**src/rtl/usb_hc_irq_core.sv**
```systemverilog
module usb_hc_irq_core #(
  parameter int NPORTS       = 2,
  parameter int LENW         = 11,
  parameter int MAXLEN_LIMIT = 1280,
  parameter int AW           = $clog2(4 + NPORTS)
) (
  input  logic              clk,
  input  logic              rst_n,
  input  logic              lp_rst,
  input  logic              reg_we,
  input  logic [AW-1:0]     reg_addr,
  input  logic [15:0]       reg_wdata,
  output logic [15:0]       reg_rdata,
  input  logic              desc_valid,
  input  logic [7:0]        desc_pid,
  input  logic [LENW-1:0]   desc_maxlen,
  input  logic              bus_perr,
  input  logic              bus_mabort,
  input  logic              bus_tabort,
  input  logic [NPORTS-1:0] port_resume,
  input  logic [NPORTS-1:0] port_ls,
  output logic              run,
  output logic              halted,
  output logic              irq,
  output logic              wake_req,
  output logic              sci
);
  localparam logic [AW-1:0] A_CMD  = AW'(0);
  localparam logic [AW-1:0] A_STAT = AW'(1);
  localparam logic [AW-1:0] A_IEN  = AW'(2);
  localparam logic [AW-1:0] A_WAKE = AW'(3);

  logic run_q, halt_q, gsusp_q, st_res, st_proc, st_sys, ien_q, wen_q, wsts_q;
  logic run_d, halt_d, gsusp_d, st_res_d, st_proc_d, st_sys_d, ien_d, wen_d, wsts_d;
  logic irq_q, sci_q;
  logic [NPORTS-1:0] p_en, p_res, p_ls, p_susp;

  wire pid_ok   = (desc_pid == 8'h69) || (desc_pid == 8'hE1) || (desc_pid == 8'h2D);
  wire len_bad  = 32'(desc_maxlen) >= MAXLEN_LIMIT;
  wire proc_hit = desc_valid && (!pid_ok || len_bad);
  wire sys_hit  = bus_perr || bus_mabort || bus_tabort;
  wire any_res  = |port_resume;
  wire wr_cmd   = reg_we && reg_addr == A_CMD;
  wire wr_stat  = reg_we && reg_addr == A_STAT;
  wire wr_ien   = reg_we && reg_addr == A_IEN;
  wire wr_wake  = reg_we && reg_addr == A_WAKE;

  always_comb begin
    run_d   = wr_cmd ? reg_wdata[0] : run_q;
    if (proc_hit || sys_hit) run_d = 1'b0;
    halt_d  = halt_q;
    if (run_q && !run_d) halt_d = 1'b1;
    if (!run_q && run_d) halt_d = 1'b0;
    gsusp_d   = wr_cmd ? reg_wdata[1] : gsusp_q;
    st_res_d  = (st_res  & ~(wr_stat & reg_wdata[0])) | (any_res & gsusp_q);
    st_proc_d = (st_proc & ~(wr_stat & reg_wdata[1])) | proc_hit;
    st_sys_d  = (st_sys  & ~(wr_stat & reg_wdata[2])) | sys_hit;
    ien_d     = wr_ien ? reg_wdata[0] : ien_q;
    wen_d     = wr_wake ? reg_wdata[0] : wen_q;
    wsts_d    = (wsts_q & ~(wr_wake & reg_wdata[1])) | any_res;
  end

  always_ff @(posedge clk or negedge rst_n) begin
    if (!rst_n) begin
      run_q <= 1'b0; halt_q <= 1'b1; gsusp_q <= 1'b0; st_res <= 1'b0;
      st_proc <= 1'b0; st_sys <= 1'b0; ien_q <= 1'b0; wen_q <= 1'b0;
      wsts_q <= 1'b0; irq_q <= 1'b0; sci_q <= 1'b0;
    end else if (lp_rst) begin
      run_q <= 1'b0; halt_q <= 1'b1; st_proc <= 1'b0; st_sys <= 1'b0;
      ien_q <= 1'b0; wen_q <= 1'b0; wsts_q <= 1'b0; irq_q <= 1'b0; sci_q <= 1'b0;
    end else begin
      run_q <= run_d; halt_q <= halt_d; gsusp_q <= gsusp_d; st_res <= st_res_d;
      st_proc <= st_proc_d; st_sys <= st_sys_d; ien_q <= ien_d; wen_q <= wen_d;
      wsts_q <= wsts_d;
      irq_q <= st_proc_d | st_sys_d | (st_res_d & ien_d);
      sci_q <= any_res & wen_q;
    end
  end

  for (genvar p = 0; p < NPORTS; p++) begin : g_port
    wire wr_p = reg_we && reg_addr == AW'(4 + p);
    always_ff @(posedge clk or negedge rst_n) begin
      if (!rst_n) begin
        p_en[p] <= 1'b0; p_res[p] <= 1'b0; p_ls[p] <= 1'b0; p_susp[p] <= 1'b0;
      end else if (!lp_rst) begin
        if (wr_p) begin
          p_en[p]   <= reg_wdata[0];
          p_susp[p] <= reg_wdata[3];
        end
        p_res[p] <= (p_res[p] & ~(wr_p & reg_wdata[1])) | port_resume[p];
        p_ls[p]  <= port_ls[p];
      end
    end
  end

  always_comb begin
    reg_rdata = '0;
    case (reg_addr)
      A_CMD:   reg_rdata[1:0] = {gsusp_q, run_q};
      A_STAT:  reg_rdata[3:0] = {halt_q, st_sys, st_proc, st_res};
      A_IEN:   reg_rdata[0]   = ien_q;
      A_WAKE:  reg_rdata[1:0] = {wsts_q, wen_q};
      default:
        for (int p = 0; p < NPORTS; p++)
          if (reg_addr == AW'(4 + p))
            reg_rdata[3:0] = {p_susp[p], p_ls[p], p_res[p], p_en[p]};
    endcase
  end

  assign run      = run_q;
  assign halted   = halt_q;
  assign irq      = irq_q;
  assign sci      = sci_q;
  assign wake_req = wsts_q & wen_q;


  proc_halt_chk: assert property (@(posedge clk) disable iff (!rst_n)
    (proc_hit && !lp_rst) |=> (!run_q && halt_q && st_proc && irq_q));

  sys_stop_chk: assert property (@(posedge clk) disable iff (!rst_n)
    (sys_hit && !lp_rst) |=> (!run_q && st_sys && irq_q));

  halt_inv_chk: assert property (@(posedge clk) disable iff (!rst_n)
    halt_q != run_q);

  res_mask_chk: assert property (@(posedge clk) disable iff (!rst_n)
    (!ien_q && !st_proc && !st_sys) |-> !irq_q);

  lp_keep_chk: assert property (@(posedge clk) disable iff (!rst_n)
    lp_rst |=> ($stable(gsusp_q) && $stable(st_res) && !run_q && !irq_q));

  sci_pulse_chk: assert property (@(posedge clk) disable iff (!rst_n)
    (any_res && wen_q && !lp_rst) |=> sci_q);
endmodule

```
**config.mk**
```make
export PLATFORM = sky130hd
export DESIGN_NAME = usb_hc_irq_core
export DESIGN_NICKNAME = d
export VERILOG_FILES = /design/src/rtl/usb_hc_irq_core.sv
export SDC_FILE = /design/constraint.sdc
export NUM_CORES = 1
export LEC_CHECK = 0
export BUFFER_PORTS_ARGS = -buffer_cell sky130_fd_sc_hd__buf_2
export CAP_MARGIN = 20
export CORE_MARGIN = 2
export CORE_UTILIZATION = 46
export DETAILED_ROUTE_END_ITERATION = 10
export PLACE_DENSITY = 0.92
export SLEW_MARGIN = 10
export SYNTH_ARGS = -nofsm -noshare
export SYNTH_HDL_FRONTEND = slang
export SYNTH_SLANG_ARGS = --single-unit
```
**constraint.sdc**
```tcl
create_clock -name clk -period 2.3 [get_ports clk]
set_input_delay 0.23 -clock clk [delete_from_list [all_inputs] [get_ports clk]]
set_output_delay 0.23 -clock clk [all_outputs]
set_load 0.02 [all_outputs]
```
==> metrics.md, run 1 <==
| Metric | Value |
|---|---|
| Postcts setup bufs | 0 |
| Mean Syn Cell Area | 10.0 µm² |
| Core area | 0.00243 mm² |
| IO Port Bufs | 38 |
| Share of cells above drive strength 1 | 36.4% |
| Pleak | 0.657 nW |
| Post-Syn Area | 0.00116 mm² |
| CP endpoint kind | primary output |
| Minimum clock period | 1.92 ns |
| DR WL/cell | 13.8 µm |
| Die X-Extent | 54.3 µm |
| Bufs on Longest Clock Path | 2 |
| Max VDD drop | 0.000362 V |
| Synthesized flop and latch total | 19 |
| Via count | 1,003 |
| Vias in the first global route | 943 |
| R2r startpoint | st_sys$_DFF_PN0_ |
| Rows | 18 |
| CP cell instances | mux4_1 > mux2_2 > buf_2 |
| Switching share of power | 30.3% |
| Critical path required time | 2.07 ns |
| RSZ-0062 raised after global routing | false |
| Die H | 54.3 µm |
| Vias per inst | 5.45 |
| First-pass GRT wire length | 4190 µm |
| Remaining antenna violation count | 0 |
| Worst Hold Class | primary input to register |
| Comb pwr share | 24.0% |
| Gate Count Post-Synth | 116 |
| Clock network fraction of total power | 23.3% |
| Final Cycle Share | 83.3% |
| GPL Wtd Cong | 0.848 |
| Register clock-pin slew on the reported worst setup and hold paths | 0.10 ns |
| Final Net Count | 205 |
| Post-route DRC | 0 |
| Pre-antenna DRT Iters | 4 |
| Crit Path Class | register to primary output |
| Root buf cell | clkbuf_4 |
| Max_cap viols | 0 |
| Max Fclk | 522 MHz |
| P_int | 511 µW |
| # setup viols final | 0 |
| Crit path max fanout | 5 |
| CTS tree | yes |
| CP startpoint kind | register |
| Utilization after layout | 55.8% |
| P_sw | 222 µW |
| Drt total wl | 2540 µm |
| Fin. max-slew vios | 0 |
| Starting Density | 47.9% |
| PwrDens | 540 mW/mm² |
| DP HPWL | 1920 µm |
| Crit-path leading delay family | multiplexers |
| Largest stage delay, worst path | 0.52 ns |
| Final Hold Fails | 0 |
| WP data arrival | 1.69 ns |
| Netlist cell types | 36 |
| I/O pins | 71 |
| CP max stage cell | mux4_1 |
| Fillcell total | 233 |
| Setup TNS | 0 ns |
| # clock sinks | 19 |
| Worst-skew pair later-pin latency | 0.31 ns |
| Initial drt markers | 35 |
| Initial antenna violation count | 0 |
| CTS Buf Count | 3 |
| Synth warn | 0 |
| Ant diodes | 0 |
| GR Overflow Total | 0 |
| Worst hold start | port_ls[0] |
| Largest net degree at the start of global routing | 20 |
| Die area | 0.00295 mm² |
| Worst path bufs/invs | 1 |
| CTS H-tree lvls | 1 |
| Status | complete, no violations |
| Hold slack final | 0.160 ns |
| Clock Skew | 0.0109 ns |
| Seq pwr share | 52.8% |
| Total GRT Usage | 20.4% |
| Worst Setup SP | run$_DFF_PN0_ |
| Sequential element share of the synthesized area | 40.9% |
| Area grow syn2layout | 16.4% |
-- power by group through the flow --
stage	registers, mW	logic (mW)	clock network (mW)
3_3_place_gp	0.391	0.168	0
4_1_cts	0.387	0.175	0.177
6_report	0.387	0.176	0.171
3_5_place_dp	0.394	0.173	0
2_1_floorplan	0.390	0.129	0
5_1_grt	0.391	0.194	0.192
-- through the flow --
stage / cells / setup WS (ns) / power [mW] / instance area [µm²]
2_1_floorplan: 127 / 0.791 / 0.519 / 1210
3_3_place_gp: 179 / 0.569 / 0.558 / 1320
3_5_place_dp: 179 / 0.558 / 0.566 / 1320
4_1_cts: 184 / 0.364 / 0.739 / 1360
5_1_grt: 184 / 0.294 / 0.777 / 1360
6_report: 184 / 0.383 / 0.733 / 1360
-- cell type report --
class	instances	area, µm²	area share (%)
clock buffers	3	22.5	1.66
clock inverters	1	5.00	0.369
inverters	4	15.0	1.11
multi-input cells	88	599	44.2
flip-flops and latches	19	477	35.1
well taps	30	37.5	2.77
repair buffers	39	200	14.8
-- Yosys cell counts, drive strengths merged --
cell,count,share of area (%)
a2111oi,1,2.4
a211o,1,0.75
a21oi,3,1.3
a22oi,2,1.3
a2bb2oi,2,1.5
and2,3,1.6
and4bb,1,1.1
buf,15,9.6
clkbuf,1,0.32
conb,1,0.32
dfrtp,18,39
dfstp,1,2.3
inv,4,1.3
mux2,10,9.7
mux2i,6,5.2
mux4,1,2.3
nand2,10,3.4
nand3,1,0.43
nand3b,1,0.64
nand4,1,0.54
nand4b,1,0.75
nor2,13,4.4
nor2b,2,1.1
nor3b,1,0.64
nor4b,1,0.75
nor4bb,1,0.86
o21a,1,0.64
o21ai,9,3.9
o31ai,1,0.64
or3,1,0.54
or4,1,0.64
xnor2,1,0.75
-- cell usage in the layout (no fill, tap or decap), drive strengths merged, types with 2 or more instances in the layout --
master / instances
a2bb2oi: 2
nor2: 13
nand2: 10
mux2i: 6
and2: 3
a21oi: 3
a22oi: 2
dfrtp: 18
buf: 38
o21ai: 9
mux2: 10
clkbuf: 3
inv: 4
conb: 12
nor2b: 2
-- path summary, 6_finish.rpt --
| path | end | slack (ns) | cells after the start |
|---|---|---|---|
| setup reg to reg | irq$_DFF_PN0_ | 1.14 | 3 |
| hold reg to reg | p_res[1]$_DFFE_PN0N_ | 0.51 | 2 |
| setup / recovery | reg_rdata[0] | 0.38 | 3 |
| hold / removal | p_ls[0]$_DFFE_PN0N_ | 0.16 | 2 |
| max in group asynchronous | halted$_DFFE_PN1P_ | 1.53 | 2 |
| min in group asynchronous | wsts_q$_DFF_PN0_ | 0.43 | 2 |
-- registers in the layout (all words and copies together) (netlist names), 2 cells and up --
| name | count |
|---|---|
| p_ls | 2 |
| p_res | 2 |
| p_susp | 2 |
| p_en | 2 |
-- metal layers --
metal  up-vias  global-route usage, %  part of all wire (%)  wire length [µm]
met2        78                   34.7                    50              1260
met4         0                   14.2                   4.4               111
met5         -                      0                     0                 0
li1        461                      -                     -                 -
met3        14                   3.01                   9.2               233
met1       450                   23.3                    37               930
-- worst reg2reg max path, cell delays in order, from the launching register on --
cell and delay (ns):
dfrtp_1 0.44, a2111oi_4 0.32, nor2_2 0.07, a211o_1 0.23
-- repair_timing --
| action | 4_1_cts | 5_1_grt |
|---|---|---|
| hold buffers | 1 | 0 |
| setup endpoints to repair | 0 | 0 |
| hold endpoints to repair | 18 | 0 |
| resized for setup | 0 | 0 |
-- kinds of logic after synthesis --
family | Yosys count | share of synthesized area [%]
buffers and inverters | 20 | 11.2
AOI/OAI and AO/OA | 20 | 12.4
and+or+nand+nor | 38 | 17.4
xor gates and xnor gates | 1 | 0.752
DFF | 19 | 40.9
other | 1 | 0.322
muxes | 17 | 17.1
(Power assumes the default switching activity.)
==> run 2, diff against run 1 <==
--- a/config.mk
+++ b/config.mk
@@ -8,9 +8,9 @@
 export BUFFER_PORTS_ARGS = -buffer_cell sky130_fd_sc_hd__buf_2
 export CAP_MARGIN = 20
 export CORE_MARGIN = 2
-export CORE_UTILIZATION = 46
+export CORE_UTILIZATION = 42
 export DETAILED_ROUTE_END_ITERATION = 10
-export PLACE_DENSITY = 0.92
+export PLACE_DENSITY = 0.85
 export SLEW_MARGIN = 10
 export SYNTH_ARGS = -nofsm -noshare
 export SYNTH_HDL_FRONTEND = slang
==> constraint.sdc (replaced) <==
create_clock -name clk -period 1.9 [get_ports clk]
set_input_delay 0.19 -clock clk [delete_from_list [all_inputs] [get_ports clk]]
set_output_delay 0.19 -clock clk [all_outputs]
set_load 0.02 [all_outputs]
==> run 2 against run 1 <==
Compared with the run above:
- non-clock buffer count is 2 higher
- largest power group unchanged
- critical path type unchanged
- first-iteration DRC count is 40% lower
- critical endpoint unchanged
- hold slack worse by 0.041 ns
==> metrics.md, run 2 (synthesized netlist as in run 1, its figures left out) <==
| Metric | Value |
|---|---|
| Commonest non-fill, non-tap cell in the layout | buf_2 (unchanged) |
| CTS Buf Count | 3 (unchanged) |
| Core area | 0.00269 mm² (was 0.00243 mm²) |
| Starting Density | 43.4% (was 47.9%) |
| Crit path depth | 3 (unchanged) |
| Via count | 974 (was 1,003) |
| Largest stage delay, worst path | 0.50 ns (was 0.52 ns) |
| Worst Tran Pin Value | 0.526 ns |
| IO Port Bufs | 38 (unchanged) |
| Area grow syn2layout | 17.8% (was 16.4%) |
| Largest net degree at the start of global routing | 20 (unchanged) |
| Final worst slack | 0.0629 ns (was 0.383 ns) |
| # clock sinks | 19 (unchanged) |
| Crit-path leading delay family | multiplexers (unchanged) |
| I/O pins | 71 (unchanged) |
| Pre-CTS WS | 0.244 ns (was 0.558 ns) |
| Die area | 0.00321 mm² (was 0.00295 mm²) |
| Fin. max-slew vios | 0 (unchanged) |
| Headroom to the max-slew limit | 64.5% |
| Final Cycle Share | 96.7% |
| Fillcell total | 257 (was 233) |
| Initial antenna violation count | 0 (unchanged) |
| Post-route DRC | 0 (unchanged) |
| Register clock-pin slew on the reported worst setup and hold paths | 0.11 ns (was 0.10 ns) |
| GRT met2 Usage | 28.1% (was 34.7%) |
| Total GRT Usage | 16.4% (was 20.4%) |
| Rows | 19 (was 18) |
| Max_cap viols | 0 (unchanged) |
| Final Net Count | 207 (was 205) |
| Vias in the first global route | 919 (was 943) |
| Max VDD drop | 0.000506 V (was 0.000362 V) |
| Cells on worst reg2reg path | 5 (was 3) |
| Drt total wl | 2490 µm (was 2540 µm) |
| Share of cells above drive strength 1 | 37.2% (was 36.4%) |
| GPL Wtd Cong | 0.868 (was 0.848) |
| Initial drt markers | 21 (was 35) |
| # setup viols final | 0 (unchanged) |
| Pleak | 0.668 nW (was 0.657 nW) |
| Die H | 56.7 µm (was 54.3 µm) |
| Crit Path Class | register to primary output (unchanged) |
| RSZ-0062 raised after global routing | false (unchanged) |
| Most frequent cells in the layout | buf_2, dfrtp_1, nor2_1, conb_1, mux2_2 (unchanged) |
| CP max stage cell | mux4_1 (unchanged) |
| First-pass GRT wire length | 4080 µm (was 4190 µm) |
| Die X-Extent | 56.7 µm (was 54.3 µm) |
| Final Hold Fails | 0 (unchanged) |
| Worst path bufs/invs | 1 (unchanged) |
| CP endpoint kind | primary output (unchanged) |
| Hold Path Stages | 2 (unchanged) |
| Worst-skew pair later-pin latency | 0.30 ns (was 0.31 ns) |
| Minimum clock period | 1.84 ns |
| CP startpoint kind | register (unchanged) |
| Grt peak-use layer | met2 (unchanged) |
| Status | complete, no violations (unchanged) |
| DP HPWL | 1960 µm (was 1920 µm) |
| CTS H-tree lvls | 1 (unchanged) |
| Root buf cell | clkbuf_4 (unchanged) |
| GRT met3 Usage | 3.00% (was 3.01%) |
| Critical path required time | 1.71 ns (was 2.07 ns) |
| Clock Skew | 0.00590 ns (was 0.0109 ns) |
| Setup TNS | 0 ns (unchanged) |
| Max Fclk | 544 MHz |
| Bufs on Longest Clock Path | 2 (unchanged) |
| PwrDens | 647 mW/mm² (was 540 mW/mm²) |
| Pre-antenna DRT Iters | 4 (unchanged) |
| CP cell instances | mux4_1 > mux2_2 > buf_2 (unchanged) |
| Hold slack final | 0.119 ns (was 0.160 ns) |
| Worst Hold Class | primary input to register (unchanged) |
| Utilization after layout | 51.1% (was 55.8%) |
| Ant diodes | 0 (unchanged) |
| Vias per inst | 5.21 (was 5.45) |
| Remaining antenna violation count | 0 (unchanged) |
| GR Util met1 | 20.3% (was 23.3%) |
| WP data arrival | 1.65 ns (was 1.69 ns) |
| DR WL/cell | 13.3 µm (was 13.8 µm) |
| CTS tree | yes (unchanged) |
| GR Overflow Total | 0 (unchanged) |
| Crit path max fanout | 3 (was 5) |
-- run 2: cell count changes in the layout (fill, tap and decap cells not counted) --
cell,previous run,this run
buf_4,0,2
-- run 2: cell type report --
class,instances,area [µm²],share of cell area (%)
clock buffers,3,22.5,1.64
clock inverters,1,5.00,0.365
inverters,4,15.0,1.09
multi-input cells,88,599,43.7
flip-flops and latches,19,477,34.7
well taps,31,38.8,2.83
repair buffers,41,215,15.7
-- run 2: power breakdown --
group          switching, mW  internal, mW
combinational          0.117        0.0945
clock                  0.128        0.0785
sequential            0.0241         0.445
total                  0.270         0.618
-- run 2: timing repair --
| item | in CTS | in global routing |
|---|---|---|
| resized for setup | 0 | 0 |
| endpoints found under the hold margin | 18 | 0 |
| hold buffers | 1 | 0 |
| setup endpoints to repair | 0 | 1 |
| buffers inserted | 0 | 2 |
-- run 2: stage by stage --
| stage | instance area (µm²) | std cells | power [mW] |
|---|---|---|---|
| 2_1_floorplan | 1210 | 127 | 0.628 |
| 3_3_place_gp | 1320 | 180 | 0.677 |
| 3_5_place_dp | 1320 | 180 | 0.687 |
| 4_1_cts | 1360 | 185 | 0.891 |
| 5_1_grt | 1370 | 187 | 0.938 |
| 6_report | 1370 | 187 | 0.888 |
-- run 2: final timing paths --
| path | start | endpoint | slack, ns |
|---|---|---|---|
| max in group asynchronous | rst_n | halted$_DFFE_PN1P_ | 1.17 |
| max reg2reg | run$_DFF_PN0_ | halted$_DFFE_PN1P_ | 0.75 |
| max | st_res$_DFFE_PN0N_ | reg_rdata[0] | 0.06 |
| min | port_ls[1] | p_ls[1]$_DFFE_PN0N_ | 0.12 |
| min reg2reg | p_susp[1]$_DFFE_PN0P_ | p_susp[1]$_DFFE_PN0P_ | 0.52 |
| min in group asynchronous | rst_n | wen_q$_DFFE_PN0P_ | 0.40 |
-- run 2: routing by layer --
layer / up-vias / wire length [µm]
met5: - / 0
met4: 0 / 34
met3: 6 / 167
met2: 49 / 1290
met1: 458 / 997
li1: 461 / -
-- run 2: worst reg2reg max path, stage by stage (launching register included) --
cell       delay (ns)
dfrtp_1          0.42
buf_4            0.14
mux2i_1          0.13
nor2_1           0.07
a21oi_1          0.15
a2bb2oi_1        0.17
==> run 3, diff against run 2 <==
--- a/config.mk
+++ b/config.mk
@@ -5,12 +5,14 @@
 export SDC_FILE = /design/constraint.sdc
 export NUM_CORES = 1
 export LEC_CHECK = 0
+export ABC_AREA = 1
 export BUFFER_PORTS_ARGS = -buffer_cell sky130_fd_sc_hd__buf_2
 export CAP_MARGIN = 20
 export CORE_MARGIN = 2
 export CORE_UTILIZATION = 42
 export DETAILED_ROUTE_END_ITERATION = 10
 export PLACE_DENSITY = 0.85
+export SKIP_LAST_GASP = 1
 export SLEW_MARGIN = 10
 export SYNTH_ARGS = -nofsm -noshare
 export SYNTH_HDL_FRONTEND = slang
==> run 3 against run 2 <==
Compared with the run above:
- clock skew is 0.0078 ns higher
- register-to-register slack improved by 0.16 ns
- count of clock-buffer cells in the layout up 1
- final cell count up 22%
- global-route usage up 0.74 points
- hold slack got worse by 0.037 ns
==> metrics.md, run 3 <==
| Metric | Value |
|---|---|
| DP HPWL | 1950 µm (was 1960 µm) |
| Largest stage delay, worst path | 0.41 ns (was 0.50 ns) |
| RSZ-0062 raised after global routing | false (unchanged) |
| Synth top area share | 38.7% (unchanged) |
| Pre-antenna DRT Iters | 4 (unchanged) |
| Root buf cell | clkbuf_4 (unchanged) |
| First-pass GRT wire length | 4350 µm (was 4080 µm) |
| PwrDens | 642 mW/mm² (was 647 mW/mm²) |
| Register clock-pin slew on the reported worst setup and hold paths | 0.12 ns (was 0.11 ns) |
| Max VDD drop | 0.000580 V (was 0.000506 V) |
| EDFF count, synth | 0 (unchanged) |
| Pleak | 0.745 nW (was 0.668 nW) |
| Final Hold Fails | 0 (unchanged) |
| WP data arrival | 1.32 ns (was 1.65 ns) |
| Pwr Total | 878 µW (was 888 µW) |
| Rows | 19 (unchanged) |
| Synth warn | 0 (unchanged) |
| Most frequent cells in the layout | nand2_1, buf_2, dfrtp_1, inv_1, conb_1 (was buf_2, dfrtp_1, nor2_1, conb_1, mux2_2) |
| Capturing point of the worst reg2reg path | irq$_DFF_PN0_ (was halted$_DFFE_PN1P_) |
| Initial drt markers | 18 (was 21) |
| Utilization after layout | 50.9% (was 51.1%) |
| Mean Syn Cell Area | 7.33 µm² (was 10.0 µm²) |
| Hold endpoint | p_ls[0]$_DFFE_PN0N_ (was p_ls[1]$_DFFE_PN0N_) |
| Netlist cell types | 26 (was 36) |
| Ys async rst share | 100% (unchanged) |
| Cell with the most instances after synthesis | nand2_1 (was dfrtp_1) |
| CTS Buf Count | 3 (unchanged) |
| Final Net Count | 249 (was 207) |
| R2r startpoint | gsusp_q$_DFFE_PN0P_ (was run$_DFF_PN0_) |
| Die H | 56.7 µm (unchanged) |
| Status | complete, no violations (unchanged) |
| Synthesized flop and latch total | 19 (unchanged) |
| Remaining antenna violation count | 0 (unchanged) |
| CP endpoint kind | primary output (unchanged) |
| Drt total wl | 2500 µm (was 2490 µm) |
| Via count | 1,085 (was 974) |
| Worst-skew pair later-pin latency | 0.30 ns (about the same) |
| CP max stage cell | dfrtp_1 (was mux4_1) |
| Die X-Extent | 56.7 µm (unchanged) |
| GPL Wtd Cong | 0.817 (was 0.868) |
| Post-route DRC | 0 (unchanged) |
| Die area | 0.00321 mm² (unchanged) |
| Ant diodes | 0 (unchanged) |
| Post-Syn Area | 0.00116 mm² (unchanged) |
| Minimum clock period | 1.51 ns (was 1.84 ns) |
| Final Cycle Share | 79.4% (was 96.7%) |
| Largest net degree at the start of global routing | 20 (unchanged) |
| Total GRT Usage | 17.1% (was 16.4%) |
| Crit path max fanout | 3 (unchanged) |
| Gate Count Post-Synth | 159 (was 116) |
| Post-synth top flop | dfrtp_1 (unchanged) |
| Critical path required time | 1.71 ns (about the same) |
| Initial antenna violation count | 0 (unchanged) |
| Starting Density | 43.4% (unchanged) |
| Cells on worst reg2reg path | 6 (was 5) |
| Vias in the first global route | 1,055 (was 919) |
| Max Fclk | 663 MHz (was 544 MHz) |
| Core area | 0.00269 mm² (unchanged) |
| # setup viols final | 0 (unchanged) |
| DR WL/cell | 10.9 µm (was 13.3 µm) |
| Most frequent cells after synthesis | nand2_1, dfrtp_1, inv_1 (was dfrtp_1, buf_4, nor2_1) |
| IO Port Bufs | 38 (unchanged) |
| Bufs on Longest Clock Path | 2 (unchanged) |
| GR Overflow Total | 0 (unchanged) |
| Fin. max-slew vios | 0 (unchanged) |
| Area leader, netlist | dfrtp_1 (unchanged) |
| Post-cts gate resize count | 0 (unchanged) |
| Worst Hold Class | primary input to register (unchanged) |
| CTS tree | yes (unchanged) |
| Commonest non-fill, non-tap cell in the layout | nand2_1 (was buf_2) |
| Worst hold start | port_ls[0] (was port_ls[1]) |
| Max_cap viols | 0 (unchanged) |
| Setup TNS | 0 ns (unchanged) |
| CP startpoint kind | register (unchanged) |
| # clock sinks | 19 (unchanged) |
| Area grow syn2layout | 17.3% (was 17.8%) |
| Crit Path Class | register to primary output (unchanged) |
| I/O pins | 71 (unchanged) |
| Share of cells above drive strength 1 | 28.8% (was 37.2%) |
| Sequential element share of the synthesized area | 40.9% (unchanged) |
| Worst R2R Setup Slack | 0.91 ns (was 0.75 ns) |
| Top cells by area, synth | dfrtp_1, nand2_1, buf_4 (was dfrtp_1, mux2_2, buf_4) |
| Hold Path Stages | 3 (was 2) |
| Vias per inst | 4.74 (was 5.21) |
| Clock Skew | 0.0137 ns (was 0.00590 ns) |
| CTS H-tree lvls | 1 (unchanged) |
| CP cell instances | inv_1 > o2111ai_1 > or2_1 > buf_2 (was mux4_1 > mux2_2 > buf_2) |
## run 3: logic make-up (layout without fill, tap and decap cells)
logic type,after synthesis,after routing,synth area share [%]
AOI/OAI and AO/OA,23,23,11.4
buffers and inverters,35,63,15.7
DFF,19,19,40.9
other,1,12,0.322
and+or+nand+nor,81,81,31.7
## run 3: worst max path at each step
| stage | from | end | slack, ns |
|---|---|---|---|
| floorplan | halted$_DFFE_PN1P_ | reg_rdata[3] | 0.67 |
| global placement | reg_addr[1] | reg_rdata[0] | 0.61 |
| detailed placement | reg_addr[1] | reg_rdata[0] | 0.59 |
| CTS | run$_DFF_PN0_ | reg_rdata[0] | 0.40 |
| global route | run$_DFF_PN0_ | reg_rdata[0] | 0.33 |
| finish | run$_DFF_PN0_ | reg_rdata[0] | 0.39 |
## run 3: repair_timing
item | 4_1_cts | 5_1_grt
hold buffers | 1 | 0
setup endpoints to repair | 0 | 0
hold endpoints to repair | 18 | 0
setup buffers | 0 | 0
## run 3: per-layer routing
metal  share of wire [%]  wire length, µm  GRT usage (%)  vias to the layer above
met5                   0                0              0                        -
met4                0.76               19           4.76                        0
met3                 4.4              110           5.30                        4
met2                  51             1270           29.6                       23
met1                  44             1100           20.4                      493
li1                    -                -              -                      565
## run 3: final cells by class
cell class / instances / area [µm²]
clock buffers: 4 / 26.3
fillers: 284 / 1320
inverters: 20 / 77.6
multi-input cells: 116 / 547
flip-flops and latches: 19 / 477
well taps: 31 / 38.8
repair buffers: 39 / 200
## run 3: worst max-delay path, delay by kind of cell, from the launching register on
| family | cells | cell delay (ns) |
|---|---|---|
| DFF | 1 | 0.41 |
| buffers and inverters | 2 | 0.27 |
| and+or+nand+nor | 1 | 0.22 |
| AOI/OAI and AO/OA | 1 | 0.12 |
## run 3: power by group
part           switching, mW  total, mW  leakage, nW  internal (mW)
clock                  0.127      0.208       0.0150         0.0818
sequential            0.0224      0.467        0.231          0.444
combinational          0.131      0.203        0.498         0.0714
## run 3: per-stage QoR
step,cells,cell area [µm²],hold WS (ns),worst slack [ns]
after global routing,229,1370,0.0962,0.331
after CTS,229,1370,0.0739,0.398
after floorplan,170,1210,-0.106,0.672
after global placement,224,1330,0.150,0.608
after detailed placement,224,1330,0.153,0.591
final,229,1370,0.0820,0.392
